$ cat config.mk
export PLATFORM = sky130hd
export DESIGN_NAME = ustw_top
export DESIGN_NICKNAME = d
export VERILOG_FILES = /design/src/rtl/ustw_pkg.sv /design/src/rtl/ustw_plan.sv /design/src/rtl/ustw_lanes.sv /design/src/rtl/ustw_resp.sv /design/src/rtl/ustw_top.sv
export SDC_FILE = /design/constraint.sdc
export NUM_CORES = 1
export LEC_CHECK = 0
export BUFFER_PORTS_ARGS = -buffer_cell sky130_fd_sc_hd__buf_2
export CORE_MARGIN = 2
export CORE_UTILIZATION = 55
export CTS_BUF_LIST = sky130_fd_sc_hd__clkbuf_16
export DETAILED_ROUTE_END_ITERATION = 12
export HOLD_SLACK_MARGIN = 0.1
export PLACE_DENSITY_LB_ADDON = 0.15
export SLEW_MARGIN = 0
export SYNTH_ARGS = -nofsm -noshare
export SYNTH_HDL_FRONTEND = slang
export SYNTH_HIERARCHICAL = 1
export SYNTH_SLANG_ARGS = --single-unit
$ cat constraint.sdc
create_clock -name clk -period 6.8 [get_ports clk]
set_input_delay 0.34 -clock clk [delete_from_list [all_inputs] [get_ports clk]]
set_output_delay 0.34 -clock clk [all_outputs]
set_load 0.1 [all_outputs]
$ cat src/rtl/ustw_pkg.sv
package ustw_pkg;

    localparam int BUS_BYTES  = 8;
    localparam int WORD_BYTES = 4;
    localparam int BUS_W      = BUS_BYTES * 8;
    localparam int WORD_W     = WORD_BYTES * 8;
    localparam int OFS_W      = $clog2(BUS_BYTES);

    localparam logic [1:0] BURST_INCR = 2'b01;
    localparam logic [2:0] SZ_16      = 3'b001;
    localparam logic [2:0] SZ_32      = 3'b010;
    localparam logic [2:0] SZ_64      = 3'b011;
    localparam logic [1:0] RESP_OKAY  = 2'b00;

    typedef enum logic [2:0] {
        S_IDLE,
        S_AW1,
        S_W1,
        S_AW2,
        S_W2,
        S_RESP,
        S_DONE
    } wr_state_e;

    // Shape of the first (or only) burst of a store.
    typedef struct packed {
        logic [OFS_W-1:0] lo;        // low address bits issued
        logic [2:0]       size;      // transfer size code
        logic             two_beats; // burst carries two beats
        logic             split;     // a second 16-bit burst follows
    } store_plan_t;

    function automatic store_plan_t plan_for_offset(input logic [OFS_W-1:0] ofs);
        store_plan_t p;
        p = '{lo: ofs, size: SZ_32, two_beats: 1'b0, split: 1'b0};
        unique case (ofs)
            3'd0: p = '{lo: 3'd0, size: SZ_32, two_beats: 1'b0, split: 1'b0};
            3'd1: p = '{lo: 3'd1, size: SZ_64, two_beats: 1'b0, split: 1'b0};
            3'd2: p = '{lo: 3'd0, size: SZ_64, two_beats: 1'b0, split: 1'b0};
            3'd3: p = '{lo: 3'd3, size: SZ_64, two_beats: 1'b1, split: 1'b0};
            3'd4: p = '{lo: 3'd4, size: SZ_32, two_beats: 1'b0, split: 1'b0};
            3'd5: p = '{lo: 3'd5, size: SZ_32, two_beats: 1'b1, split: 1'b0};
            3'd6: p = '{lo: 3'd6, size: SZ_16, two_beats: 1'b0, split: 1'b1};
            3'd7: p = '{lo: 3'd4, size: SZ_32, two_beats: 1'b1, split: 1'b0};
            default: p = '{lo: ofs, size: SZ_32, two_beats: 1'b0, split: 1'b0};
        endcase
        return p;
    endfunction

endpackage

$ cat src/rtl/ustw_plan.sv
module ustw_plan
    import ustw_pkg::*;
#(
    parameter int ADDR_W = 32
) (
    input  logic [ADDR_W-1:0] base_addr,
    output logic [ADDR_W-1:0] first_addr,
    output logic [2:0]        first_size,
    output logic              first_two,
    output logic [ADDR_W-1:0] second_addr,
    output logic              split
);
    localparam int UPPER_W = ADDR_W - OFS_W;

    store_plan_t       plan;
    logic [UPPER_W-1:0] upper;

    always_comb begin
        plan        = plan_for_offset(base_addr[OFS_W-1:0]);
        upper       = base_addr[ADDR_W-1:OFS_W];
        first_addr  = {upper, plan.lo};
        first_size  = plan.size;
        first_two   = plan.two_beats;
        split       = plan.split;
        second_addr = {upper + UPPER_W'(1), {OFS_W{1'b0}}};
    end

endmodule

$ cat src/rtl/ustw_lanes.sv
module ustw_lanes
    import ustw_pkg::*;
(
    input  logic [OFS_W-1:0]  ofs,
    input  logic [WORD_W-1:0] word,
    input  logic              beat_sel,
    output logic [BUS_W-1:0]  data,
    output logic [BUS_BYTES-1:0] strb
);
    localparam int REL_W = OFS_W + 2;

    for (genvar l = 0; l < BUS_BYTES; l++) begin : g_lane
        logic [REL_W-1:0] rel;
        logic [7:0]       lane_byte;
        logic             lane_on;

        always_comb begin
            // position of this lane within the 16-byte window, relative to the store
            rel = {1'b0, beat_sel, OFS_W'(l)} - {2'b00, ofs};
            if (rel < REL_W'(WORD_BYTES)) begin
                lane_on   = 1'b1;
                lane_byte = word[8*rel[1:0] +: 8];
            end else begin
                lane_on   = 1'b0;
                lane_byte = 8'h00;
            end
        end

        assign data[8*l +: 8] = lane_byte;
        assign strb[l]        = lane_on;
    end

endmodule

$ cat src/rtl/ustw_resp.sv
module ustw_resp
    import ustw_pkg::*;
(
    input  logic       clk,
    input  logic       rst_n,
    input  logic       clr,
    input  logic       fire,
    input  logic [1:0] resp,
    output logic [1:0] count,
    output logic       err
);
    always_ff @(posedge clk) begin
        if (!rst_n || clr) begin
            count <= 2'd0;
            err   <= 1'b0;
        end else if (fire) begin
            count <= count + 2'd1;
            if (resp != RESP_OKAY) begin
                err <= 1'b1;
            end
        end
    end

endmodule

$ cat src/rtl/ustw_top.sv
module ustw_top
    import ustw_pkg::*;
#(
    parameter int ADDR_W = 32
) (
    input  logic              clk,
    input  logic              rst_n,
    input  logic              st_valid,
    output logic              st_ready,
    input  logic [ADDR_W-1:0] st_addr,
    input  logic [31:0]       st_data,
    output logic              awvalid,
    input  logic              awready,
    output logic [ADDR_W-1:0] awaddr,
    output logic [1:0]        awburst,
    output logic [2:0]        awsize,
    output logic [7:0]        awlen,
    output logic              wvalid,
    input  logic              wready,
    output logic [63:0]       wdata,
    output logic [7:0]        wstrb,
    output logic              wlast,
    input  logic              bvalid,
    output logic              bready,
    input  logic [1:0]        bresp,
    output logic              done_valid,
    output logic              done_err
);
    wr_state_e state, state_nx;

    logic [ADDR_W-1:0] cap_addr;
    logic [WORD_W-1:0] cap_data;
    logic              beat_idx;

    logic [ADDR_W-1:0] first_addr, second_addr;
    logic [2:0]        first_size;
    logic              first_two, split;
    logic [BUS_W-1:0]  lane_data;
    logic [BUS_BYTES-1:0] lane_strb;
    logic [1:0]        rsp_cnt;
    logic              rsp_err;
    logic [1:0]        rsp_need;

    ustw_plan #(.ADDR_W(ADDR_W)) i_plan (
        .base_addr  (cap_addr),
        .first_addr (first_addr),
        .first_size (first_size),
        .first_two  (first_two),
        .second_addr(second_addr),
        .split      (split)
    );

    ustw_lanes i_lanes (
        .ofs     (cap_addr[OFS_W-1:0]),
        .word    (cap_data),
        .beat_sel(beat_idx),
        .data    (lane_data),
        .strb    (lane_strb)
    );

    ustw_resp i_resp (
        .clk  (clk),
        .rst_n(rst_n),
        .clr  (state == S_DONE),
        .fire (bvalid && bready),
        .resp (bresp),
        .count(rsp_cnt),
        .err  (rsp_err)
    );

    assign rsp_need = split ? 2'd2 : 2'd1;

    // State register
    always_ff @(posedge clk) begin
        if (!rst_n) begin
            state <= S_IDLE;
        end else begin
            state <= state_nx;
        end
    end

    // Store capture and beat index
    always_ff @(posedge clk) begin
        if (!rst_n) begin
            cap_addr <= '0;
            cap_data <= '0;
            beat_idx <= 1'b0;
        end else begin
            unique case (state)
                S_IDLE: begin
                    if (st_valid) begin
                        cap_addr <= st_addr;
                        cap_data <= st_data;
                        beat_idx <= 1'b0;
                    end
                end
                S_W1: begin
                    if (wready && !wlast) begin
                        beat_idx <= 1'b1;
                    end
                end
                S_AW2: begin
                    if (awready) begin
                        beat_idx <= 1'b1;
                    end
                end
                default: begin
                end
            endcase
        end
    end

    // Next state
    always_comb begin
        state_nx = state;
        unique case (state)
            S_IDLE: if (st_valid) state_nx = S_AW1;
            S_AW1:  if (awready)  state_nx = S_W1;
            S_W1:   if (wready && wlast) state_nx = split ? S_AW2 : S_RESP;
            S_AW2:  if (awready)  state_nx = S_W2;
            S_W2:   if (wready)   state_nx = S_RESP;
            S_RESP: if (rsp_cnt == rsp_need) state_nx = S_DONE;
            S_DONE: state_nx = S_IDLE;
            default: state_nx = S_IDLE;
        endcase
    end

    // Outputs
    always_comb begin
        st_ready   = (state == S_IDLE);
        awvalid    = (state == S_AW1) || (state == S_AW2);
        awburst    = BURST_INCR;
        awaddr     = (state == S_AW2) ? second_addr : first_addr;
        awsize     = (state == S_AW2) ? SZ_16 : first_size;
        awlen      = (state == S_AW2) ? 8'd0 : {7'd0, first_two};
        wvalid     = (state == S_W1) || (state == S_W2);
        wdata      = lane_data;
        wstrb      = lane_strb;
        wlast      = (state == S_W2) || ((state == S_W1) && (beat_idx == first_two));
        bready     = (state != S_IDLE) && (state != S_DONE);
        done_valid = (state == S_DONE);
        done_err   = (state == S_DONE) && rsp_err;
    end

endmodule

[After elaboration in Yosys (flattened, before gate mapping)]
Memories as Yosys holds them, arrays and structs flattened. A register that Yosys moved wholly into a read port is not among the register bits.
Cells that the tools add are included.
Storage, ports and cells
  input bits: 72
  logic and storage cells: 103
  output and inout bits: 124
  ROM bits: 56
  memories kept: 1
  bits in registers: 71
Memories
  (name not given): depth 8, width 7, rd ports 1, clocked after Yosys merged registers in 1, wr ports 0, line ustw_pkg.sv:36  | unique case (ofs)
Cells by class
  eq/ne operators: 16
  $add $sub $neg: 10
  magnitude comparators: 8
  reductions and logical operators: 20
  shifts and indexed selects: 8
  mux-type cells: 34
Operators with widths (number)
  $shiftx A32 B6 Y8: 8
  $mux W8: 8
  $lt A5 B3 Y1 const B: 8
  $sub A4 B3 Y5: 8
  $mux W32: 1
  $mux W3: 10
  $add A29 B1 Y29 const B: 1
  $pmux W3 S6: 1
  $ne A2 B2 Y1 const B: 7
  $mux W1: 12
  $eq A3 B3 Y1 const B: 3
  $eq A3 B2 Y1 const B: 2
  $logic_and A1 B1 Y1: 6
  $reduce_and A6 Y1: 1
  $reduce_bool A3 Y1: 2
  $logic_or A1 B1 Y1: 4
  $reduce_and A2 Y1: 2
  $reduce_and A4 Y1: 1
  $eq A3 B1 Y1 const B: 1
  $logic_not A3 Y1: 1
  $ne A3 B3 Y1 const B: 1
  $pmux W1 S3: 1
  $add A2 B1 Y2 const B: 1
  $eq A2 B2 Y1: 1
  other kinds (4): 5

[Depth between registers and ports, before layout]
  word-level depth: 7
  mapped depth: 9
  gate-level depth less buffers: 6

[Hierarchy]
Netlist, hierarchy kept.
By module, submodules not included
  ustw_top: area each 3244.4 um2, seq. area each 1361.3 um2, instances 1, cells each 378
  ustw_lanes: area each 1740.4 um2, seq. area each 0.0 um2, instances 1, cells each 189
  ustw_plan: area each 854.6 um2, seq. area each 0.0 um2, instances 1, cells each 118
  ustw_resp: area each 118.9 um2, seq. area each 60.1 um2, instances 1, cells each 12

[Least setup slack after synthesis]
No wires, ideal clock.
  path kind: register to output
  start: register cap_addr[1]
  end: output port wdata[48]
  buffers on the path: 4
  arrival time: 4.153 ns
  cell stages (with the launch flop): 10
  path slack: 2.307 ns
  required time: 6.460 ns
  cell sequence: dfxtp_1 > buf_6 > buf_2 > inv_1 > ha_1 > buf_2 > buf_4 > mux2i_1 > mux2_2 > a211oi_1
On the way
  cells in the longest elaborated chain, start to end: 3
  elaborated cells between the ends (all ways): 4
  classes of those cells: 1 x add/sub; 1 x order compare; 1 x shift; 1 x mux
RTL lines
  start: declaration: line ustw_top.sv:31  | logic [ADDR_W-1:0] cap_addr;
  start signal: assignment: line ustw_top.sv:92  | cap_addr <= st_addr;
  $sub A4 B3 Y5 *: line ustw_lanes.sv:19  | rel = {1'b0, beat_sel, OFS_W'(l)} - {2'b00, ofs};
  $shiftx A32 B6 Y8 / $lt A5 B3 Y1 (equally long branches): line ustw_lanes.sv:22, ustw_lanes.sv:20
  $mux W8 *: line ustw_lanes.sv:20  | if (rel < REL_W'(WORD_BYTES)) begin
  end: declaration: line ustw_top.sv:20  | output logic [63:0] wdata,
Mark *: on every way between the ends. The rest lies on a longest branch, timed or not.

[Worst setup path after layout]
  start: register cap_addr[0]
  end: output port wdata[50]
Same word-level chain as after synthesis.

==> metrics.cfg <==
[run_status]
status=finished, final reports clean

[setup_path]
critical_path_peak_fanout=44
worstPathRequired_ns=6.46
critPathKind=flip-flop to primary output
start_kind=flip-flop
worstPathArrival_ns=3.50
critPathTopFamily=buffers and inverters
slowest_delay_ns=1.02
path_buf_inv=3
end_kind=primary output
slowest_stage=dfxtp_2
path_cells=inv_1 -> ha_1 -> buf_4 -> mux2i_1 -> mux2_2 -> a211oi_1 -> buf_2

[clock_tree]
cts_root_buffer=clkbuf_16
cts.clk_slew.worst_paths_ns=0.06
clock_path_buffers=2
cts.sinks=71
tritoncts=done
insertion_delay_ns=0.33
post-cts-setup-buffers=0
htreeDepth=3
cts-buffers-inserted=9
cts.repair.resized=0
hold_buffers=0

[pwr]
p_leak_nw=3.06
vdd_drop_max_mv=0.243
powerDensity_nw_per_um2=367
p_total_mw=2.48

[logic_synthesis]
syn_area_um2=5960
synth.most_common_cell=nand2_1
synth_ff_type=dfxtp_1
ys_types=65
syn_inst=697
avgSynthCellArea_um2=8.55
yosys-top-cells-count=nand2_1, dfxtp_1, a21boi_1
synth_top_area_cell=dfxtp_1
yosysWarnings=6
ys_seq_area_share_pct=23.9
yosys-top-cells-area=dfxtp_1, nand2_1, mux2_2
synth-edff-count=0
synthArstFlopShare_pct=0
synth_top_area_share_pct=23.9
ys_ff_latch=71

[die]
die_w_um=108
die_h_um=108
coreArea_um2=10700
rows=38
initial_core_util_pct=55.7
dieArea_um2=11700
io_pins=196

[sta]
hold_viol=0
setup_viol=0
finalCritPeriodShare_pct=56.4
rsz0062_at_grt=no
setup_ws_ns=2.96
relSlewSlack_pct=26.4
hold_ws_ns=0.243
finalCriticalPeriod_ns=3.84
fmax_ghz=0.261
setup-tns-final_ns=0
worstMarginPinSlew_ns=1.10
slew_violations=0
clock_skew_ns=0.00406

[routing]
detail-route-antenna-nets=0
drt-total-wl_um=15100
drc=0
firstDrtPassIters=4
viasPerCell=5.41
drt_iter0_drc=244
dr_total_vias=5187
wire_per_inst_um=15.8

[placed_design]
place_ws_ns=3.32
dp_hpwl_um=11100
placed_cells=942
gp_congestion=0.906
numPortBuffers=185
placed_area_um2=6460

[cells_and_area]
postLayoutCellArea_um2=6770
final_nets=893
layout-drive-gt1-share_pct=35.3
n_antenna_cell=0
synthToLayoutAreaGrowth_pct=13.6
final_core_util_pct=63.3
layout.cells.non_filler=958

[hold_path]
hp-class=input pin to flip-flop

[global_route]
grt_usage_pct=25.7
grt_remaining_overflow=0
grt_pass1_wl_um=23600
antenna_found_initial=1
grt_pass1_vias=4826
grt_max_degree=73

[job]
maxCapViolCount=0

-- sequential cells by signal (all words and copies together), names as in the netlist --
| register | flops |
|---|---|
| state | 3 |
| cap_data | 32 |
| cap_addr | 32 |
| i_resp/err | 1 |
| i_resp/count | 2 |
| beat_idx | 1 |
-- tightest hold or removal path, cell delays in order --
cell      delay, ns
buf_2          0.09
nand2_1        0.04
a21boi_1       0.05
-- kinds of logic after synthesis --
kind of cell,synth area share (%)
compound gates,15.3
buf+inv,11.9
fa+ha+maj,1.68
flops,23.9
xor+xnor,4.83
mux,20.7
other cells,0.189
simple gates,21.5
-- per-layer routing --
| layer | global-route usage (%) | part of all wire [%] | wire, µm |
|---|---|---|---|
| met3 | 6.39 | 6.8 | 1030 |
| met2 | 46.2 | 50 | 7560 |
| met1 | 29.3 | 40 | 6050 |
| met5 | 0 | 0 | 0 |
| met4 | 9.98 | 3.3 | 501 |
-- cells in the final DEF, fill, tap and decap left out, drive strengths merged, types with 11 or more instances in the layout --
| master | count |
|---|---|
| mux2 | 48 |
| and2 | 41 |
| conb | 13 |
| buf | 189 |
| nand3 | 13 |
| mux4 | 16 |
| nand2 | 151 |
| mux2i | 33 |
| nor2 | 15 |
| dfxtp | 71 |
| a21boi | 66 |
| inv | 11 |
| xnor2 | 24 |
| a21oi | 31 |
-- power breakdown --
group          switching, mW  total (mW)  internal (mW)
Clock                  0.177       0.495          0.318
Combinational           1.08        1.40          0.315
Sequential             0.114       0.590          0.476
-- area by class of cell --
cell class / instances / area (µm²)
clock buffer: 9 / 225
clock inverter: 7 / 88.8
fill: 922 / 3930
inverter: 10 / 37.5
multi-input combinational: 532 / 3870
sequential: 71 / 1420
tap: 140 / 175
timing repair buffer: 189 / 956
-- path summary, 6_finish.rpt --
path | startpoint | endpoint | slack, ns | cells after the start
setup / recovery | cap_addr[0]$_SDFFE_PN0P_ | wdata[50] | 2.96 | 7
hold / removal | st_addr[25] | cap_addr[25]$_SDFFE_PN0P_ | 0.24 | 3
setup reg to reg | cap_addr[0]$_SDFFE_PN0P_ | state[0]$_SDFFE_PN0P_ | 4.37 | 5
hold reg to reg | i_resp/err$_SDFFE_PP0P_ | i_resp/err$_SDFFE_PP0P_ | 0.45 | 2
No activity file was read; power rests on OpenSTA's default activity.
